[config.mk]
export PLATFORM = sky130hd
export DESIGN_NAME = tick_tree
export DESIGN_NICKNAME = d
export VERILOG_FILES = /design/src/rtl/tick_tree_pkg.sv /design/src/rtl/tick_prescaler.sv /design/src/rtl/ext_tick_sync.sv /design/src/rtl/tick_post_div.sv /design/src/rtl/tick_tree.sv
export SDC_FILE = /design/constraint.sdc
export NUM_CORES = 1
export LEC_CHECK = 0
export ABC_AREA = 1
export BUFFER_PORTS_ARGS = -buffer_cell sky130_fd_sc_hd__buf_2
export CAP_MARGIN = 20
export CORE_MARGIN = 10
export CORE_UTILIZATION = 32
export DETAILED_ROUTE_END_ITERATION = 10
export PLACE_DENSITY = 0.5
export RECOVER_POWER = 100
export SYNTH_ARGS = -nofsm -noshare
export SYNTH_HDL_FRONTEND = slang
export SYNTH_SLANG_ARGS = --single-unit
[constraint.sdc]
create_clock -name clk -period 1.6 [get_ports clk]
set_input_delay 0.32 -clock clk [delete_from_list [all_inputs] [get_ports clk]]
set_output_delay 0.32 -clock clk [all_outputs]
set_load 0.01 [all_outputs]
[src/rtl/tick_tree_pkg.sv]
package tick_tree_pkg;
  localparam int NUM_TIMERS = 5;
  localparam int NUM_GROUPS = 2;
  localparam int PSC_W      = 8;
  localparam int SEL_W      = 4;
  localparam int DIV_STAGES = 4;   // codes 0..3 -> divide by 2..16

  // timers 0,1 -> group 0; timers 2..4 -> group 1
  function automatic int group_of(input int timer_idx);
    return (timer_idx < 2) ? 0 : 1;
  endfunction
endpackage

[src/rtl/tick_prescaler.sv]
module tick_prescaler #(
  parameter int PSC_W = 8
) (
  input  logic             clk,
  input  logic             rst,
  input  logic [PSC_W-1:0] psc_val,
  output logic             pre_en
);
  logic [PSC_W-1:0] cnt_q;
  logic             hit;

  assign hit = (cnt_q >= psc_val);

  always_ff @(posedge clk) begin
    if (rst) begin
      cnt_q  <= '0;
      pre_en <= 1'b0;
    end else begin
      cnt_q  <= hit ? '0 : cnt_q + 1'b1;
      pre_en <= hit;
    end
  end


  psc_gap_chk: assert property (@(posedge clk) disable iff (rst)
    (pre_en && psc_val != '0) |=> (!pre_en || psc_val == '0));
endmodule

[src/rtl/ext_tick_sync.sv]
module ext_tick_sync (
  input  logic clk,
  input  logic rst,
  input  logic pin,
  output logic ext_en
);
  logic s1_q, s2_q, s3_q;

  always_ff @(posedge clk) begin
    if (rst) begin
      s1_q   <= 1'b0;
      s2_q   <= 1'b0;
      s3_q   <= 1'b0;
      ext_en <= 1'b0;
    end else begin
      s1_q   <= pin;
      s2_q   <= s1_q;
      s3_q   <= s2_q;
      ext_en <= s2_q & ~s3_q;
    end
  end


  ext_single_chk: assert property (@(posedge clk) disable iff (rst)
    ext_en |=> !ext_en);
endmodule

[src/rtl/tick_post_div.sv]
module tick_post_div #(
  parameter int SEL_W      = 4,
  parameter int DIV_STAGES = 4
) (
  input  logic             clk,
  input  logic             rst,
  input  logic [SEL_W-1:0] sel,
  input  logic             pre_en,
  input  logic             ext_en,
  output logic             tick
);
  localparam int EXT_CODE = DIV_STAGES;

  logic [DIV_STAGES-1:0] cnt_q;
  logic [DIV_STAGES-1:0] mask;
  logic                  use_ext;
  logic                  div_hit;

  assign use_ext = (sel >= SEL_W'(EXT_CODE));

  always_comb begin
    mask = '0;
    for (int i = 0; i < DIV_STAGES; i++) begin
      if (i <= int'(sel)) mask[i] = 1'b1;
    end
  end

  assign div_hit = pre_en && ((cnt_q | ~mask) == '1);

  always_ff @(posedge clk) begin
    if (rst) begin
      cnt_q <= '0;
      tick  <= 1'b0;
    end else begin
      if (pre_en) cnt_q <= cnt_q + 1'b1;
      tick <= use_ext ? ext_en : div_hit;
    end
  end


  tick_width_chk: assert property (@(posedge clk) disable iff (rst)
    tick |=> (!tick || sel != $past(sel)));

  ext_route_chk: assert property (@(posedge clk) disable iff (rst)
    (tick && $past(sel) >= SEL_W'(EXT_CODE)) |-> $past(ext_en));

  div_route_chk: assert property (@(posedge clk) disable iff (rst)
    (tick && $past(sel) < SEL_W'(EXT_CODE)) |-> $past(pre_en));
endmodule

[src/rtl/tick_tree.sv]
module tick_tree
  import tick_tree_pkg::*;
(
  input  logic                        clk,
  input  logic                        rst,
  input  logic [NUM_GROUPS-1:0]       ext_tick_i,
  input  logic [NUM_GROUPS*PSC_W-1:0] psc_cfg_i,
  input  logic [NUM_TIMERS*SEL_W-1:0] sel_cfg_i,
  output logic [NUM_TIMERS-1:0]       tick_o
);
  logic [NUM_GROUPS-1:0] pre_en;
  logic [NUM_GROUPS-1:0] ext_en;

  for (genvar g = 0; g < NUM_GROUPS; g++) begin : g_group
    tick_prescaler #(.PSC_W(PSC_W)) u_psc (
      .clk    (clk),
      .rst    (rst),
      .psc_val(psc_cfg_i[g*PSC_W +: PSC_W]),
      .pre_en (pre_en[g])
    );
    ext_tick_sync u_sync (
      .clk   (clk),
      .rst   (rst),
      .pin   (ext_tick_i[g]),
      .ext_en(ext_en[g])
    );
  end

  for (genvar t = 0; t < NUM_TIMERS; t++) begin : g_timer
    localparam int GRP = group_of(t);
    tick_post_div #(.SEL_W(SEL_W), .DIV_STAGES(DIV_STAGES)) u_div (
      .clk   (clk),
      .rst   (rst),
      .sel   (sel_cfg_i[t*SEL_W +: SEL_W]),
      .pre_en(pre_en[GRP]),
      .ext_en(ext_en[GRP]),
      .tick  (tick_o[t])
    );
  end


  reset_quiet_chk: assert property (@(posedge clk)
    $past(rst) |-> tick_o == '0);
endmodule

# Yosys cells after proc, flatten, opt, wreduce, memory -nomap -nowiden
# Index checks and enable logic that the tools add are counted.
[totals]
regBits = 51
output_inout_bits = 5
inputBits = 40
word_cells = 97
[classes]
n_eq_ne = 5
n_mux = 20
magnitude_cmp = 22
bitwise = 14
reduce_logical = 7
addsub = 7
[op_table]
columns = ["op", "count"]
rows = [
  ["$le 2x4->1 const A", 10],
  ["$add 4x1->4 const B", 5],
  ["$eq 4x4->1 const B", 5],
  ["$ge 4x3->1 const B", 5],
  ["$le 1x4->1 const A", 5],
  ["$mux 1", 20],
  ["$not 4->4", 5],
  ["$or 4x4->4", 5],
  ["$add 8x1->8 const B", 2],
  ["$ge 8x8->1", 2],
  ["$logic_and 1x1->1", 5],
  ["$reduce_or 2->1", 2],
  ["$and 1x1->1", 2],
  ["$not 1->1", 2],
]

# Longest topological paths before layout
[logic_depth]
word_depth = 7
mapped_depth = 10
mapped_depth_nobuf = 10

# Hierarchy
# A second synthesis with hierarchy kept.
[unflattened]
hier_cells = 350
hier_area_um2 = 2663.8
[modules_own_cells]
columns = ["module", "seq_area_each_um2", "instances", "cells_each", "area_each_um2"]
rows = [
  ["tick_post_div", 100.1, 5, 34, 249.0],
  ["tick_prescaler", 180.2, 2, 78, 594.3],
  ["ext_tick_sync", 80.1, 2, 12, 115.1],
]

# Least setup slack after synthesis
# Ideal clock, no wire load.
[synth_timing]
path_type = "input-to-reg"
from = "input port psc_cfg_i[7]"
to = "register g_group[0].u_psc.cnt_q[0]"
t_required_ns = 1.534
slack_ns = 0.344
path_buffers = 0
stages = 6
setup_time_ns = 0.066
arrival_ns = 1.189
cell_sequence = "inv_1 > ha_1 > a21o_1 > nor2_1 > nand3_2 > nor2_1"
[synth_via]
elab_chain_len = 2
[synth_rtl]
columns = ["item", "line_no", "rtl"]
rows = [
  ["start: declaration", "tick_tree.sv:7", "input logic [NUM_GROUPS*PSC_W-1:0] psc_cfg_i,"],
  ["$ge 8x8->1", "tick_prescaler.sv:12", "assign hit = (cnt_q >= psc_val);"],
  ["$reduce_or 2->1 (no line)", "--", ""],
  ["end signal: assignment", "tick_prescaler.sv:19", "cnt_q <= hit ? '0 : cnt_q + 1'b1;"],
  ["end: declaration", "tick_prescaler.sv:9", "logic [PSC_W-1:0] cnt_q;"],
]
# Every way passes these cells.
# A chain may end at the register's enable or synchronous reset.

# Worst setup path in the final report
[layout_timing]
from = "register g_group[0].u_psc.cnt_q[0]"
to = "register g_group[0].u_psc.cnt_q[5]"
[layout_via]
elab_chain_len = 2
word_cells_on_any_way = 3
cone_classes = "add/sub (1); order compare (1); reduce/logical (1)"
[layout_rtl]
columns = ["item", "line_no"]
rows = [
  ["$ge 8x8->1", "tick_prescaler.sv:12"],
  ["$reduce_or 2->1 (no line)", "--"],
]
# Several ways; a longest one is shown, not always the timed one.

==> flow_summary.json <==
{
  "outcome": "completed",
  "fin_crit_sh_pct": 88.28,
  "ctsLongestPathBuffers": 2,
  "die_h_um": 108.9,
  "track_usage_pct": 8.906,
  "wire_per_inst_um": 10.32,
  "rsz0062_at_grt": "no",
  "power_density_mw_per_mm2": 820.7,
  "wirelength_mm": 5.056,
  "synth_edf_count": 0,
  "overflow": 0,
  "htreeDepth": 2,
  "place_inst": 482,
  "drt-vias-per-instance": 4.271,
  "netSwitchingFraction_pct": 22.68,
  "pre_cts_ws_ns": 0.1185,
  "synth_top_area_cell": "dfxtp_1",
  "synth_top_family_by_area": "simple AND/OR/NAND/NOR gates",
  "p_int_uw": 1903,
  "combinationalPowerShare_pct": 8.9,
  "report.final.setup_viol": 0,
  "avgSynthCellArea_um2": 7.496,
  "fmax_mhz": 708.0,
  "critPathKind": "reg2reg",
  "antenna_found_initial": 0,
  "clock_sinks": 51,
  "fin_nets": 450,
  "synth_cell_types": 22,
  "drc_errors": 0,
  "ir_drop_mv": 0.4868,
  "pwr-share-clk_pct": 37.6,
  "worstPathRequired_ns": 1.84,
  "cts_buffers": 5,
  "hold_viol": 0,
  "port_buffers": 44,
  "dieArea_mm2": 0.01185,
  "ys_ff_latch": 51,
  "synth_mux_area_share_pct": 0,
  "synth_fa_ha_area_share_pct": 11.39,
  "worstMarginPinSlew_ns": 1.027,
  "area_delta_synth_final_pct": 18.72,
  "arrival_ns": 1.66,
  "synth-compound-area-share_pct": 8.618,
  "num_rows": 32,
  "drtIter0Drc": 57,
  "yosysWarnings": 0,
  "drive_gt1_share_pct": 15.98,
  "setup_ws_ns": 0.1875,
  "async_reset_ff_share_pct": 0,
  "gp_congestion": 0.7151,
  "hpwl_mm": 3.877,
  "drv_cap": 0,
  "p_seq_share_pct": 53.5,
  "syn_nets": 400,
  "worst_setup_path_start_kind": "flip-flop",
  "synth_ff_type": "dfxtp_1",
  "relSlewSlack_pct": 31.51,
  "synth-xor-area-share_pct": 3.467,
  "cp_max_fo": 8,
  "num_vias": 2093,
  "ant_nets": 0,
  "leakage_uw": 0.001471,
  "clk_latency_ns": 0.30,
  "hold_path.class": "in2reg",
  "root_buffer": "clkbuf_8",
  "synth_area_mm2": 0.002526,
  "synth_top_cell_area_share_pct": 40.42,
  "core_area_mm2": 0.007687,
  "grt_pass1_vias": 1989,
  "clk_pin_slew_ns": 0.09,
  "crit_path_end_kind": "flip-flop",
  "dpl_cell_area_mm2": 0.002879,
  "switchingPower_uw": 558.2,
  "antenna_cells": 0,
  "design_area_mm2": 0.002999,
  "tns_ns": 0,
  "final_util_pct": 39.01,
  "final_cell_mix": "nor2_1 (75), dfxtp_1 (50), inv_1 (49)",
  "fin_worst_skew_ns": 0.005176,
  "drv_slew": 0,
  "yosysSeqAreaShare_pct": 40.42,
  "synth_cells": 337,
  "grt_first_pass_wirelength_mm": 8.569,
  "fin_cells": 490,
  "firstDrtPassIters": 6,
  "period_minus_slack_ns": 1.413,
  "postCtsSetupRepairBufs": 0,
  "r2r_slack_ns": 0.19,
  "final_common_cell": "nor2_1",
  "start_util_pct": 32.86,
  "die_w_um": 108.9,
  "grt_max_degree": 21,
  "cts_tree": "done",
  "synthTopCellsByArea": "dfxtp_1 (40%), ha_1 (11%), nor2_1 (11%)",
  "ios": 45,
  "synthSimpleGateAreaFrac_pct": 26.35
}
-- final timing paths --
path / startpoint / end / cells after the start
setup / recovery: g_group[0].u_psc.cnt_q[0] / g_group[0].u_psc.cnt_q[5] / 9
hold / removal: ext_tick_i[0] / g_group[0].u_sync.s1_q / 3
setup reg to reg: g_group[0].u_psc.cnt_q[0] / g_group[0].u_psc.cnt_q[5] / 9
hold reg to reg: g_group[1].u_sync.s3_q / g_group[1].u_sync.ext_en / 1
-- synth_stat cells, drive strengths merged (2+ instances only) --
| cell | number |
|---|---|
| a21o | 2 |
| a21oi | 15 |
| a31oi | 4 |
| buf | 8 |
| clkbuf | 2 |
| dfxtp | 51 |
| ha | 23 |
| inv | 49 |
| nand2 | 45 |
| nand3 | 14 |
| nand4 | 2 |
| nor2 | 77 |
| nor3 | 11 |
| nor3b | 4 |
| o21ai | 19 |
| xnor2 | 6 |
| xor2 | 4 |
-- logic make-up (layout without fill, tap and decap cells) --
family | count (synthesis) | in the layout
DFF | 51 | 51
xor gates and xnor gates | 10 | 10
and+or+nand+nor | 153 | 153
buffers and inverters | 59 | 110
adders and majority gates | 23 | 23
AOI/OAI and AO/OA | 41 | 41
-- layer usage --
metal | GRT usage (%) | vias to the layer above | part of all wire (%)
li1 | - | 1160 | -
met1 | 10.69 | 880 | 50
met2 | 14.01 | 47 | 41
met3 | 3.776 | 6 | 7.7
met4 | 3.107 | 0 | 1.2
met5 | 0 | - | 0
-- cell type report --
class	count	area [um2]
Clock buffer	6	82.58
Tap cell	102	127.6
Inverter	49	183.9
Sequential cell	51	1022
Clock inverter	2	35.03
Fill cell	840	4688
Timing Repair Buffer	53	274.0
Multi-Input combinational cell	227	1274
-- power by group through the flow --
stage,logic [uW],registers (uW),clock network [uW]
finish,218,1320,926
global route,262,1320,1020
CTS,223,1320,970
detailed placement,222,1350,0
global placement,216,1350,0
floorplan,135,1340,0
-- per-stage QoR --
step | hold slack, ns | total power (uW)
2_1_floorplan | 0.3728 | 1478
3_3_place_gp | 0.3759 | 1563
3_5_place_dp | 0.3820 | 1569
4_1_cts | 0.2112 | 2511
5_1_grt | 0.2231 | 2602
6_report | 0.2197 | 2462
-- flip-flops by register name, indices dropped and copies added, names as in the netlist --
| register | flops |
|---|---|
| g_timer.u_div.tick | 5 |
| g_group.u_sync.ext_en | 2 |
| g_group.u_sync.s2_q | 2 |
| g_timer.u_div.cnt_q | 20 |
| g_group.u_psc.pre_en | 2 |
| g_group.u_psc.cnt_q | 16 |
| g_group.u_sync.s1_q | 2 |
| g_group.u_sync.s3_q | 2 |
-- repair_timing --
item                                    CTS  global route
endpoints found under the setup margin    0             9
hold buffers                              0             0
gates resized for setup                   0             3
-- critical path, cell delays in order, from the launching register on --
cell and delay, ns:
dfxtp_1 0.39, inv_1 0.06, ha_1 0.26, nand2_1 0.08
nor2_1 0.04, nor2_1 0.08, nand2_1 0.06, nand2_1 0.12
nand3_4 0.13, nor2_1 0.13
Power figures use the tool's default switching activity.
